**src/rtl/mdio_seq_pkg.sv**
```systemverilog
package mdio_seq_pkg;
  localparam int AW = 16;   // internal address width
  localparam int DW = 16;   // data width
  localparam int PW = 5;    // port address width
  localparam int RW = 5;    // management register number width

  typedef enum logic [2:0] {ST_IDLE, ST_MODE, ST_ADDR, ST_WDATA, ST_CMD, ST_FETCH} step_e;

  localparam logic [RW-1:0] REG_CTL_SEL = RW'(31);
  localparam logic [RW-1:0] REG_IADDR   = RW'(23);
  localparam logic [RW-1:0] REG_IWDATA  = RW'(24);
  localparam logic [RW-1:0] REG_CTL_GO  = RW'(21);
  localparam logic [RW-1:0] REG_IRDATA  = RW'(25);

  localparam logic [DW-1:0] OPC_SELECT = DW'(16'h000E);
  localparam logic [DW-1:0] OPC_READ   = DW'(16'h0001);
  localparam logic [DW-1:0] OPC_WRITE  = DW'(16'h0003);

  // step that follows s once s has been acknowledged without error
  function automatic step_e next_step(step_e s, logic wr);
    case (s)
      ST_MODE:  return ST_ADDR;
      ST_ADDR:  return wr ? ST_WDATA : ST_CMD;
      ST_WDATA: return ST_CMD;
      ST_CMD:   return wr ? ST_IDLE : ST_FETCH;
      default:  return ST_IDLE;
    endcase
  endfunction

  function automatic logic is_last(step_e s, logic wr);
    return (s != ST_IDLE) && (next_step(s, wr) == ST_IDLE);
  endfunction

  function automatic logic [RW-1:0] step_reg(step_e s);
    case (s)
      ST_MODE:  return REG_CTL_SEL;
      ST_ADDR:  return REG_IADDR;
      ST_WDATA: return REG_IWDATA;
      ST_CMD:   return REG_CTL_GO;
      ST_FETCH: return REG_IRDATA;
      default:  return '0;
    endcase
  endfunction

  function automatic logic [DW-1:0] step_word(step_e s, logic wr,
                                              logic [AW-1:0] addr, logic [DW-1:0] wd);
    case (s)
      ST_MODE:  return OPC_SELECT;
      ST_ADDR:  return DW'(addr);
      ST_WDATA: return wd;
      ST_CMD:   return wr ? OPC_WRITE : OPC_READ;
      default:  return '0;
    endcase
  endfunction
endpackage

```
**src/rtl/mdio_seq_fsm.sv**
```systemverilog
module mdio_seq_fsm
  import mdio_seq_pkg::*;
(
  input  logic  clk,
  input  logic  rst,
  input  logic  start,
  input  logic  wr,
  input  logic  ack,
  input  logic  err,
  output step_e step,
  output logic  hit,
  output logic  finish
);
  step_e nxt;

  assign hit    = ack && (step != ST_IDLE);
  assign finish = hit && (err || is_last(step, wr));

  always_comb begin
    nxt = step;
    if (step == ST_IDLE) begin
      if (start) nxt = ST_MODE;
    end else if (hit) begin
      nxt = err ? ST_IDLE : next_step(step, wr);
    end
  end

  always_ff @(posedge clk) begin
    if (rst) step <= ST_IDLE;
    else     step <= nxt;
  end


  abort_to_idle_chk: assert property (@(posedge clk) disable iff (rst)
    (hit && err) |=> (step == ST_IDLE));


  wait_hold_chk: assert property (@(posedge clk) disable iff (rst)
    (step != ST_IDLE && !ack) |=> (step == $past(step)));
endmodule

```
**src/rtl/mdio_seq_opgen.sv**
```systemverilog
module mdio_seq_opgen
  import mdio_seq_pkg::*;
(
  input  step_e          step,
  input  logic           wr,
  input  logic [AW-1:0]  addr,
  input  logic [DW-1:0]  wdata,
  input  logic [PW-1:0]  phy,
  output logic           op_valid,
  output logic           op_read,
  output logic [PW-1:0]  op_phy,
  output logic [RW-1:0]  op_reg,
  output logic [DW-1:0]  op_wdata
);
  assign op_valid = (step != ST_IDLE);
  assign op_read  = (step == ST_FETCH);
  assign op_phy   = phy;
  assign op_reg   = step_reg(step);
  assign op_wdata = step_word(step, wr, addr, wdata);
endmodule

```
**src/rtl/mdio_indirect_seq.sv**
```systemverilog
module mdio_indirect_seq
  import mdio_seq_pkg::*;
(
  input  logic          clk,
  input  logic          rst,
  input  logic          req_valid,
  output logic          req_ready,
  input  logic          req_write,
  input  logic [15:0]   req_addr,
  input  logic [15:0]   req_wdata,
  input  logic [4:0]    phy_addr,
  output logic          rsp_done,
  output logic [15:0]   rsp_rdata,
  output logic          rsp_err,
  output logic          mdo_valid,
  output logic          mdo_read,
  output logic [4:0]    mdo_phy,
  output logic [4:0]    mdo_reg,
  output logic [15:0]   mdo_wdata,
  input  logic          mdo_ack,
  input  logic [15:0]   mdo_rdata,
  input  logic          mdo_err
);
  step_e         step;
  logic          accept, hit, finish;
  logic          wr_q;
  logic [AW-1:0] addr_q;
  logic [DW-1:0] wdata_q;
  logic [PW-1:0] phy_q;

  assign req_ready = (step == ST_IDLE);
  assign accept    = req_valid && req_ready;

  always_ff @(posedge clk) begin
    if (rst) begin
      wr_q    <= 1'b0;
      addr_q  <= '0;
      wdata_q <= '0;
      phy_q   <= '0;
    end else if (accept) begin
      wr_q    <= req_write;
      addr_q  <= req_addr;
      wdata_q <= req_wdata;
      phy_q   <= phy_addr;
    end
  end

  mdio_seq_fsm u_fsm (
    .clk(clk), .rst(rst), .start(accept), .wr(wr_q),
    .ack(mdo_ack), .err(mdo_err), .step(step), .hit(hit), .finish(finish)
  );

  mdio_seq_opgen u_opgen (
    .step(step), .wr(wr_q), .addr(addr_q), .wdata(wdata_q), .phy(phy_q),
    .op_valid(mdo_valid), .op_read(mdo_read), .op_phy(mdo_phy),
    .op_reg(mdo_reg), .op_wdata(mdo_wdata)
  );

  always_ff @(posedge clk) begin
    if (rst) begin
      rsp_done  <= 1'b0;
      rsp_err   <= 1'b0;
      rsp_rdata <= '0;
    end else begin
      rsp_done <= finish;
      if (finish) begin
        rsp_err   <= mdo_err;
        rsp_rdata <= (mdo_err || wr_q) ? '0 : mdo_rdata;
      end
    end
  end


  first_step_chk: assert property (@(posedge clk) disable iff (rst)
    accept |=> (mdo_valid && !mdo_read && mdo_reg == 5'd31 && mdo_wdata == 16'h000E));


  busy_not_ready_chk: assert property (@(posedge clk) disable iff (rst)
    mdo_valid |-> !req_ready);


  op_stable_chk: assert property (@(posedge clk) disable iff (rst)
    (mdo_valid && !mdo_ack) |=> (mdo_valid && $stable(mdo_reg) && $stable(mdo_wdata) && $stable(mdo_read)));


  phy_hold_chk: assert property (@(posedge clk) disable iff (rst)
    (mdo_valid && $past(mdo_valid)) |-> $stable(mdo_phy));


  err_response_chk: assert property (@(posedge clk) disable iff (rst)
    (hit && mdo_err) |=> (rsp_done && rsp_err && rsp_rdata == 16'h0 && !mdo_valid));


  done_pulse_chk: assert property (@(posedge clk) disable iff (rst)
    rsp_done |=> !rsp_done);
endmodule

```
**config.mk**
```make
export PLATFORM = sky130hd
export DESIGN_NAME = mdio_indirect_seq
export DESIGN_NICKNAME = d
export VERILOG_FILES = /design/src/rtl/mdio_seq_pkg.sv /design/src/rtl/mdio_seq_fsm.sv /design/src/rtl/mdio_seq_opgen.sv /design/src/rtl/mdio_indirect_seq.sv
export SDC_FILE = /design/constraint.sdc
export NUM_CORES = 1
export LEC_CHECK = 0
export BUFFER_PORTS_ARGS = -buffer_cell sky130_fd_sc_hd__buf_2
export CAP_MARGIN = 20
export CELL_PAD_IN_SITES_DETAIL_PLACEMENT = 0
export CELL_PAD_IN_SITES_GLOBAL_PLACEMENT = 1
export CORE_UTILIZATION = 36
export DETAILED_ROUTE_END_ITERATION = 7
export PLACE_DENSITY = 0.8
export REMOVE_ABC_BUFFERS = 1
export SYNTH_ARGS = -nofsm -noshare
export SYNTH_HDL_FRONTEND = slang
export SYNTH_SLANG_ARGS = --single-unit
```
**constraint.sdc**
```tcl
create_clock -name clk -period 2.81 [get_ports clk]
set_input_delay 0.562 -clock clk [delete_from_list [all_inputs] [get_ports clk]]
set_output_delay 0.562 -clock clk [all_outputs]
set_load 0.01 [all_outputs]
```
# Word level (Yosys, flattened, before mapping)
# Index checks and enable logic that the tools add are counted.
[op_classes]
n_eq_ne = 6
muxes = 11
reduce_logical = 11
[ops]
columns = ["op", "n"]
rows = [
  ["case mux 16 bit (4 select lines)", 1],
  ["case mux 5 bit (5 select lines)", 1],
  ["two-way mux 3 bit", 6],
  ["two-way mux 16 bit", 1],
  ["case mux 3 bit (4 select lines)", 1],
  ["== test 3 x 2 -> 1 bit, second input constant", 2],
  ["== test 3 bit, second input constant", 2],
  ["zero test 3 bit", 2],
  ["logical AND 1 bit", 4],
  ["== test 3 x 1 -> 1 bit, second input constant", 1],
  ["nonzero test 3 bit", 1],
  ["logical OR 1 bit", 2],
  ["two-way mux 2 bit", 1],
  ["!= test 2 x 1 -> 1 bit, second input constant", 1],
  ["AND reduction 2 bit", 1],
  ["nonzero test 2 bit", 1],
]
[totals]
ff_bits = 59
word_cells = 36

# Logic depth before layout (Yosys ltp)
# Gate-level depths: netlist of run 1.
[logic_depth]
word_depth = 6
ltp_mapped = 6

# Cells and area by module
# From an unflattened synthesis of run 1, not the netlist that was laid out.
[hier_totals]
cells_unflattened = 301
area_unflattened_um2 = 2961.6
[by_module_without_submodules]
columns = ["mod", "n_inst", "cells_each", "area_per_inst_um2", "seq_area_each_um2"]
rows = [
  ["mdio_indirect_seq", 1, 208, 2278.4, 1121.1],
  ["mdio_seq_opgen", 1, 66, 465.4, 0.0],
  ["mdio_seq_fsm", 1, 27, 217.7, 60.1],
]

# Worst setup path after synthesis of run 1
# OpenSTA, ideal clock, no wires.
[synth_timing]
path_kind = "reg-to-output"
from = "reg u_fsm.step[0]"
to = "out mdo_wdata[1]"
t_arrival_ps = 1294
required_time_ps = 2248
setup_slack_ps = 954
path_stages_with_launch = 5
path_buffers = 2
cell_sequence = "dfxtp_1 buf_2 buf_1 a22oi_1 o22ai_1"
[synth_via]
elab_chain_len = 2
[synth_rtl]
columns = ["item", "line_no", "source"]
rows = [
  ["start, declared", "mdio_seq_fsm.sv:10", "output step_e step,"],
  ["start signal, assigned", "mdio_seq_fsm.sv:30", "else step <= nxt;"],
  ["== test 3 bit (tied with other cells)", "mdio_seq_pkg.sv:47", "case (s)"],
  ["case mux 16 bit (4 select lines) *", "mdio_seq_pkg.sv:47", ""],
  ["end, declared", "mdio_indirect_seq.sv:19", "output logic [15:0] mdo_wdata,"],
]
# Every way passes the cells marked *; elsewhere a longest branch is shown, timed or not.

# Worst setup path in the final report of run 1
[layout_timing]
from = "reg u_fsm.step[0]"
to = "out mdo_wdata[0]"
# Same word-level chain as after synthesis.

==> results of run 1 <==
## Yosys cell counts, types with 2 or more instances
cell	number
clkbuf_1	14
nand2b_1	4
nor2_1	19
mux2i_1	13
inv_1	3
nand2_1	80
buf_1	2
dfxtp_1	59
buf_2	8
nor2b_1	2
a22oi_1	2
a21oi_1	43
o21ai_0	5
buf_6	3
o22ai_1	2
a32o_1	16
## through the flow
step,setup TNS (ps),std cells,util
3_5_place_dp,0,454,0.464
3_3_place_gp,0,454,0.464
6_report,0,470,0.494
4_1_cts,0,470,0.494
2_1_floorplan,-50050,266,-
5_1_grt,0,470,0.494
## worst register-to-register path, delay by kind of cell, from the launching register on
kind / cells / cell delay, ps
DFF: 1 / 490
AOI/OAI and AO/OA: 3 / 1570
## cell type report
class	instances	area (µm²)	area share
sequential	59	1180	0.370
multi-input combinational	204	1140	0.357
timing repair buffer	111	571	0.179
clock buffer	9	124	0.0388
tap	77	96.3	0.0302
clock inverter	7	68.8	0.0216
inverter	3	11.3	0.00353
## routing by layer
| layer | up-vias | part of all wire | track usage |
|---|---|---|---|
| met1 | 1053 | 0.48 | 0.218 |
| li1 | 1204 | - | - |
| met5 | - | 0 | 0 |
| met3 | 7 | 0.082 | 0.0757 |
| met4 | 0 | 0.0078 | 0.0416 |
| met2 | 88 | 0.43 | 0.271 |
## path summary, 6_finish.rpt
kind            startpoint            to  slack, ps  cells past startpoint
max          u_fsm.step[0]  mdo_wdata[0]        370                      4
min             wdata_q[1]    wdata_q[1]        450                      2
max reg2reg  u_fsm.step[0]  rsp_rdata[3]        690                      3
min reg2reg     wdata_q[1]    wdata_q[1]        450                      2
## power by group through the flow
stage	Sequential, mW	Combinational, mW	Clock (mW)
2_1_floorplan	0.941	0.165	0
3_3_place_gp	0.935	0.303	0
3_5_place_dp	0.937	0.307	0
4_1_cts	0.917	0.308	0.772
5_1_grt	0.924	0.341	0.813
6_report	0.918	0.304	0.749
## logic make-up (layout without fill, tap and decap cells)
family	Yosys count	count (layout)	synth area share
simple gates	115	115	0.198
compound gates	76	76	0.209
flops	59	59	0.481
buf+inv	30	130	0.0591
mux	13	13	0.0530
==> out/metrics.yaml, run 1 <==
worst_setup_path:
  critPathBufInv: 2
  crit_family: "flip-flops"
  cp.arrival_ps: 1880
  cp-start-kind: "flip-flop"
  cp_max_fo: 17
  worstSetupPathType: "flip-flop to primary output"
  cp_data_required_time_ps: 2250
  slowest_stage: "dfxtp_1"
  cp_cell_sequence: "buf_4 -> mux2i_1 -> o21ai_0 -> buf_2"
  slowest_delay_ps: 680
  end_kind: "primary output"
die:
  placementRows: 29
  dieWidth_um: 84.6
  start_util: 0.380
  ios: 106
  core_area_um2: 6460
  fp.dieH_um: 84.6
  dieArea_um2: 7160
timing:
  worst_slack_ps: 370
  tightest_slew_ps: 683
  period_share: 0.868
  final_max_slew_viol_count: 0
  hold_violations: 0
  max_slew_margin: 0.545
  max_freq_mhz: 410
  rsz0062_at_grt: "no"
  setup_viol: 0
  timing.hold.ws_ps: 453
  min_period_ps: 2440
  fin_skew_ps: 5.32
pwr:
  switching_share: 0.281
  clkPwrFrac: 0.380
  p_seq_frac: 0.466
  vdd_drop_max_mv: 0.324
  p_sw_mw: 0.554
  total_power_mw: 1.97
  p_leak_nw: 1.42
  power_per_cell_area_nw_per_um2: 618
  combPwrFrac: 0.154
  intPower_mw: 1.42
placed_design:
  portBuffers: 105
  dpl-instance-area_um2: 3000
  hpwl_um: 4050
  place.gp.congestion: 0.747
  preCtsSetupSlack_ps: 709
cts:
  numCtsBuffers: 9
  clock_sinks: 59
  cts_htree_levels: 3
  post-cts-setup-buffers: 0
  cts.path.max_buffers: 2
  cts-resized-gates: 0
  cts_hold_buf: 0
  clkTransAtPathRegs_ps: 70
  insertion_delay_ps: 330
  cts_root_buffer: "clkbuf_8"
  cts_tree: "done"
cells_and_area:
  diodes: 0
  mostFrequentLayoutCell: "buf_2"
  layout_common_cells: "buf_2 (105), nand2_1 (80), dfxtp_1 (59)"
  stdcell_area_um2: 3190
  fin_nets: 447
  drive_gt1_frac: 0.331
  fill_cells: 649
  syn_to_final_growth_pct: 29.8
  top_regs: "addr_q x16, rsp_rdata x16, wdata_q x16"
logic_synthesis:
  syn_area_um2: 2460
  synth-async-reset-ratio: 0
  synthFlopType: "dfxtp_1"
  yosysWarnings: 0
  avgSynthCellArea_um2: 8.39
  synth_area_leaders: "dfxtp_1 (48%), nand2_1 (12%), a21oi_1 (8.8%)"
  syn-instance-count: 293
  synth_seq_cells: 59
  synth_edf_count: 0
  yosys.area.top_type_share: 0.481
  ys_types: 34
  synth_top_cell_by_area: "dfxtp_1"
  seq_area_frac_synth: 0.481
routing:
  antenna_left: 0
  vias: 2352
  routed_via_density: 5.00
  drt_wl_total_um: 6120
  drt_first_iter_violations: 94
  wl_per_cell_um: 13.0
  drc: 0
  first_pass_iters: 6
worst_hold_path:
  hold_path.class: "flip-flop to flip-flop"
grt:
  grt_max_degree: 39
  grtUsageTotal: 0.173
  grt_pass1_wl_um: 9910
  antenna_found_initial: 0
  grt_overflow_total: 0
  grt_pass1_vias: 2223
flow_run:
  cap_violations: 0
status:
  status: "completed"
(Power assumes the default switching activity.)
==> run 2, diff against run 1 <==
--- a/config.mk
+++ b/config.mk
@@ -5,6 +5,7 @@
 export SDC_FILE = /design/constraint.sdc
 export NUM_CORES = 1
 export LEC_CHECK = 0
+export ABC_AREA = 1
 export BUFFER_PORTS_ARGS = -buffer_cell sky130_fd_sc_hd__buf_2
 export CAP_MARGIN = 20
 export CELL_PAD_IN_SITES_DETAIL_PLACEMENT = 0
@@ -12,6 +13,7 @@
 export CORE_UTILIZATION = 36
 export DETAILED_ROUTE_END_ITERATION = 7
 export PLACE_DENSITY = 0.8
+export RECOVER_POWER = 50
 export REMOVE_ABC_BUFFERS = 1
 export SYNTH_ARGS = -nofsm -noshare
 export SYNTH_HDL_FRONTEND = slang
==> run 2 against run 1 <==
Compared with the run above:
- synthesized cell count increased by 6.1%
- clock power grew 5.2%
- flip-flop and latch count stayed put
- total power shrank 2.6%
- sequential power fell by 2%
- non-clock buffer count shrank 2
- combinational power decreased by 24%
- utilization is 2.6 points lower
- critical endpoint is now mdo_wdata[2]
- largest cell class unchanged
- largest power group unchanged
==> out/metrics.yaml, run 2 <==
pwr:
  power_per_cell_area_nw_per_um2: 607  # -1.7%
  p_leak_nw: 1.37  # -3.3%
  vdd_drop_max_mv: 0.255  # -21%
logic_synthesis:
  synthFlopType: "dfxtp_1"
  yosysWarnings: 0  # unchanged
  yosys.area.top_type_share: 0.471  # -0.0101
  syn_area_um2: 2510  # +2.1%
  synth_most_common_cell: "dfxtp_1"
  ys_types: 24  # -29%
  seq_area_frac_synth: 0.471  # -0.0101
  synth_seq_cells: 59  # unchanged
  avgSynthCellArea_um2: 8.07  # -3.8%
  synth-async-reset-ratio: 0  # unchanged
  synth_edf_count: 0  # unchanged
  synth_area_leaders: "dfxtp_1 (47%), a21oi_1 (8.6%), o21ai_0 (8.6%)"
  syn-instance-count: 311  # +6.1%
  synth_commonest_cells: "dfxtp_1 (59), a21oi_1 (43), o21ai_0 (43)"
  synth_top_cell_by_area: "dfxtp_1"
die:
  fp.dieH_um: 85.5  # +1.0%
  core_area_um2: 6760  # +4.6%
  dieArea_um2: 7310  # +2.1%
  placementRows: 30  # +3.4%
  dieWidth_um: 85.5  # +1.0%
  start_util: 0.371  # -0.00899
  ios: 106  # unchanged
timing:
  final_max_slew_viol_count: 0  # unchanged
  worst_slack_ps: 496  # +126 ps
  max_slew_margin: 0.369  # -0.176
  fin_skew_ps: 6.57  # +1.25 ps
  period_share: 0.823  # -0.0447
  rsz0062_at_grt: "no"
  max_freq_mhz: 432  # +5.4%
  hold_violations: 0  # unchanged
  min_period_ps: 2310  # -126 ps
  setup_viol: 0  # unchanged
  tightest_slew_ps: 945  # +261 ps
  fin_tns_setup_ps: 0  # unchanged
cts:
  cts_hold_buf: 0  # unchanged
  clock_sinks: 59  # unchanged
  cts_htree_levels: 3  # unchanged
  insertion_delay_ps: 340  # about the same
  numCtsBuffers: 9  # unchanged
  post-cts-setup-buffers: 0  # unchanged
  clkTransAtPathRegs_ps: 70  # about the same
  cts_root_buffer: "clkbuf_8"
  cts-resized-gates: 0  # unchanged
  cts.path.max_buffers: 2  # unchanged
  cts_tree: "done"
worst_setup_path:
  cp-start-kind: "flip-flop"
  cp.arrival_ps: 1750  # -130 ps
  r2r-start: "u_fsm.step[1]"
  cp_data_required_time_ps: 2250  # about the same
  worstSetupPathType: "flip-flop to primary output"
  reg2reg_depth: 6  # +3
  reg2reg_slack_ps: 650  # -40 ps
  timing.rr.end: "rsp_rdata[14]"
  end_kind: "primary output"
  cp_max_fo: 17  # unchanged
routing:
  first_pass_iters: 4  # -2
  drt_wl_total_um: 6560  # +7.1%
  drc: 0  # unchanged
  antenna_left: 0  # unchanged
  drt_first_iter_violations: 110  # +17%
  wl_per_cell_um: 13.4  # +2.5%
  routed_via_density: 5.08  # +1.5%
  vias: 2495  # +6.1%
cells_and_area:
  fill_cells: 724  # +12%
  drive_gt1_frac: 0.263  # -0.0680
  top_regs: "addr_q x16, rsp_rdata x16, wdata_q x16"
  diodes: 0  # unchanged
  mostFrequentLayoutCell: "buf_2"
  fin_nets: 466  # +4.3%
  syn_to_final_growth_pct: 25.9
  final_util: 0.468  # -0.0262
  layout_common_cells: "buf_2 (82), dfxtp_1 (59), o21ai_0 (51)"
placed_design:
  preCtsSetupSlack_ps: 843  # +135 ps
  portBuffers: 105  # unchanged
  hpwl_um: 4400  # +8.7%
  place.gp.congestion: 0.718  # -3.9%
grt:
  grt_overflow_total: 0  # unchanged
  grt_pass1_wl_um: 10800  # +9.5%
  grt_max_degree: 49  # +26%
  antenna_found_initial: 0  # unchanged
  grtUsageTotal: 0.187  # +0.0147
  grt_pass1_vias: 2394  # +7.7%
flow_run:
  cap_violations: 0  # unchanged
worst_hold_path:
  hold_end: "addr_q[7]"
  hold_path.class: "flip-flop to flip-flop"
  hold_start: "addr_q[7]"
  whs_path_depth: 2  # unchanged
status:
  status: "completed"
## run 2: cell types whose count changed in the layout (fill, tap and decap cells not counted), sizes merged, moves of 10 or more
| cell | previous run | this run |
|---|---|---|
| nand2 | 80 | 24 |
| o21ai | 5 | 52 |
| inv | 3 | 39 |
| nand3 | 1 | 30 |
| buf | 111 | 86 |
| clkbuf | 9 | 34 |
| a32o | 16 | 0 |
| nand4 | 0 | 16 |
| mux2i | 13 | 0 |
| nor2 | 19 | 6 |
| o22ai | 2 | 12 |
## run 2: metal layers
layer / vias up / share of wire / global-route usage / wire length, µm
met1: 1130 / 0.44 / 0.214 / 2910
met2: 86 / 0.46 / 0.316 / 3000
met3: 11 / 0.084 / 0.0722 / 549
met4: 0 / 0.014 / 0.0742 / 95
met5: - / 0 / 0 / 0
li1: 1268 / - / - / -
## run 2: worst max path at each step
stage | from | to | slack, ps | cells after the start
final | u_fsm.step[0] | mdo_wdata[2] | 500 | 5
after global routing | u_fsm.step[0] | mdo_wdata[2] | 330 | 5
after CTS | u_fsm.step[0] | mdo_wdata[2] | 460 | 5
after detailed placement | u_fsm.step[0] | mdo_wdata[2] | 840 | 5
after global placement | u_fsm.step[2] | mdo_wdata[2] | 900 | 4
after floorplan | u_fsm.step[1] | addr_q[0] | 1060 | 4
## run 2: where the power goes
group / switching (mW) / total (mW) / internal, mW
Clock: 0.337 / 0.788 / 0.451
Sequential: 0.0152 / 0.900 / 0.885
Combinational: 0.140 / 0.230 / 0.0899
## run 2: per-stage QoR
stage,instance area (µm²),power [mW],hold WS (ps),cells
3_5_place_dp,3040,1.16,445,476
4_1_cts,3250,1.95,455,491
6_report,3160,1.92,449,491
2_1_floorplan,2380,1.05,431,287
3_3_place_gp,3040,1.15,438,476
5_1_grt,3160,2.02,475,491
## run 2: worst max-delay path, stage by stage (launching register included)
cell,delay [ps]
dfxtp_1,410
inv_1,100
nor2_1,180
nand2_2,260
o221ai_1,270
buf_2,170
## run 2: area by class of cell
class                      instances  area (µm²)  share of cell area
clock buffer                      11         151              0.0479
clock inverter                     4        50.0              0.0158
inverter                          40         150              0.0475
multi-input combinational        188         987               0.312
sequential                        59        1180               0.374
tap                               80         100              0.0317
timing repair buffer             109         539               0.171
## run 2: logic make-up after synthesis
group | synth area share
AND/OR/NAND/NOR | 0.167
AO/OA/AOI/OAI | 0.250
flip-flops | 0.471
buffers and inverters | 0.113
==> run 3, diff against run 2 <==
--- a/config.mk
+++ b/config.mk
@@ -10,9 +10,9 @@
 export CAP_MARGIN = 20
 export CELL_PAD_IN_SITES_DETAIL_PLACEMENT = 0
 export CELL_PAD_IN_SITES_GLOBAL_PLACEMENT = 1
-export CORE_UTILIZATION = 36
+export CORE_UTILIZATION = 30
 export DETAILED_ROUTE_END_ITERATION = 7
-export PLACE_DENSITY = 0.8
+export PLACE_DENSITY = 0.71
 export RECOVER_POWER = 50
 export REMOVE_ABC_BUFFERS = 1
 export SYNTH_ARGS = -nofsm -noshare
==> constraint.sdc (replaced) <==
create_clock -name clk -period 1.9 [get_ports clk]
set_input_delay 0.38 -clock clk [delete_from_list [all_inputs] [get_ports clk]]
set_output_delay 0.38 -clock clk [all_outputs]
set_load 0.01 [all_outputs]
==> run 3 against run 2 <==
Compared with the run above:
- clock-buffer cell count grew 2
- sequential power grew 48%
- global-route usage shrank 2.4 points
- die area grew 19%
- combinational power grew 61%
- total power grew 42%
- largest cell class unchanged
- clock power grew 31%
- non-clock buffer count grew 3
- hold slack lost 130 ps
- setup slack lost 440 ps
- largest power group unchanged
==> out/metrics.yaml, run 3 (same netlist as run 2, synthesis figures left out) <==
die:
  dieArea_um2: 8740  # +19%
  dieWidth_um: 93.5  # +9.3%
  ios: 106  # unchanged
  fp.dieH_um: 93.5  # +9.3%
  core_area_um2: 7930  # +17%
  placementRows: 32  # +6.7%
  start_util: 0.317  # -0.0549
cells_and_area:
  top_regs: "addr_q x16, rsp_rdata x16, wdata_q x16"
  diodes: 0  # unchanged
  layout_common_cells: "buf_2 (82), dfxtp_1 (56), o21ai_0 (43), a21oi_1 (43), inv_1 (38)"
  fill_cells: 853  # +18%
  mostFrequentLayoutCell: "buf_2"
  syn_to_final_growth_pct: 32.4
  register_area_um2: 1190  # +0.74%
  drive_gt1_frac: 0.313  # +0.0497
  final_util: 0.419  # -0.0484
  fin_nets: 471  # +1.1%
  multiInputGateArea_um2: 1100  # +12%
grt:
  antenna_found_initial: 0  # unchanged
  grtUsageTotal: 0.163  # -0.0243
  grt_pass1_wl_um: 11200  # +3.6%
  grt_max_degree: 46  # -6.1%
  grt_pass1_vias: 2381  # -0.54%
  grt_overflow_total: 0  # unchanged
routing:
  drt_first_iter_violations: 89  # -19%
  drc: 0  # unchanged
  vias: 2521  # +1.0%
  antenna_left: 0  # unchanged
  routed_via_density: 4.87  # -4.2%
  drt_wl_total_um: 6990  # +6.6%
  first_pass_iters: 4  # unchanged
  wl_per_cell_um: 13.5  # +1.0%
cts:
  cts.path.max_buffers: 2  # unchanged
  clkTransAtPathRegs_ps: 60  # about the same
  insertion_delay_ps: 320  # -20 ps
  numCtsBuffers: 9  # unchanged
  clock_sinks: 59  # unchanged
  cts_root_buffer: "clkbuf_8"
  cts_hold_buf: 0  # unchanged
  cts_tree: "done"
  cts_htree_levels: 3  # unchanged
timing:
  rsz0062_at_grt: "yes"
  hold_violations: 0  # unchanged
  setup_viol: 0  # unchanged
  min_period_ps: 1840
  max_slew_margin: 0.673  # +0.304
  fin_skew_ps: 6.06  # -0.513 ps
  max_freq_mhz: 544
  final_max_slew_viol_count: 0  # unchanged
  worst_slack_ps: 60.7  # -435 ps
  tightest_slew_ps: 488  # -456 ps
  period_share: 0.968
worst_setup_path:
  worstSetupPathType: "flip-flop to primary output"
  cp-start-kind: "flip-flop"
  cp.arrival_ps: 1460  # -290 ps
  cp_data_required_time_ps: 1520  # -730 ps
  reg2reg_depth: 7  # +1
  cp_max_fo: 8  # -9
  end_kind: "primary output"
worst_hold_path:
  hold_path.class: "input pin to flip-flop"
  whs_path_depth: 3  # +1
pwr:
  power_per_cell_area_nw_per_um2: 822  # +35%
  vdd_drop_max_mv: 0.388  # +52%
  total_power_mw: 2.73  # +42%
  p_leak_nw: 1.44  # +5.4%
status:
  status: "completed"
placed_design:
  preCtsSetupSlack_ps: 131  # -712 ps
  portBuffers: 105  # unchanged
  place.gp.congestion: 0.758  # +5.5%
  hpwl_um: 4690  # +6.7%
flow_run:
  cap_violations: 0  # unchanged
[run 3: cell types whose count changed in the layout (fill, tap and decap cells not counted), sizes merged]
cell / change
nand2: +2
buf: +2
clkinvlp: -2
clkbuf: +3
clkinv: +1
bufinv: -1
[run 3: metrics by stage]
stage	std cells	hold WS (ps)	area, µm²	setup TNS, ps
floorplan	287	431	2380	0
global placement	500	441	3090	0
detailed placement	500	444	3090	0
CTS	515	304	3290	-1.87
global route	518	304	3320	-50.0
finish	518	322	3320	0
[run 3: cell type report]
class	count	share of cell area
well taps	102	0.0384
clock inverters	2	0.00301
flip-flops and latches	59	0.358
inverters	40	0.0452
repair buffers	112	0.172
multi-input cells	190	0.332
clock buffers	13	0.0508
[run 3: power breakdown]
part / total, mW / switching, mW / internal, mW
combinational: 0.370 / 0.225 / 0.145
sequential: 1.33 / 0.0239 / 1.31
clock: 1.03 / 0.462 / 0.569
total: 2.73 / 0.711 / 2.02
[run 3: repair_timing]
item / 4_1_cts / 5_1_grt
endpoints found under the setup margin: 17 / 20
pin swaps: 0 / 2
gates resized for setup: 7 / 8
buffers inserted: 0 / 1
cloned: 0 / 2
[run 3: final timing paths]
path,start,end,slack (ps)
worst min register to register,wdata_q[4],wdata_q[4],450
worst min-delay path,phy_addr[1],phy_q[1],320
worst max register to register,u_fsm.step[2],u_fsm.step[2],240
worst max-delay path,u_fsm.step[0],mdo_wdata[11],60
[run 3: layer usage]
metal | track usage | vias to the layer above | wire [µm]
met2 | 0.269 | 88 | 3210
met4 | 0.0308 | 0 | 49
met3 | 0.0691 | 7 | 579
met5 | 0 | - | 0
li1 | - | 1281 | -
met1 | 0.199 | 1145 | 3150
[run 3: worst max-delay path: stages (launching register included)]
cell and delay [ps]:
dfxtp_4 390, inv_2 70, nor2_4 120, buf_12 140
nand2_4 100, o22ai_1 150, buf_2 160
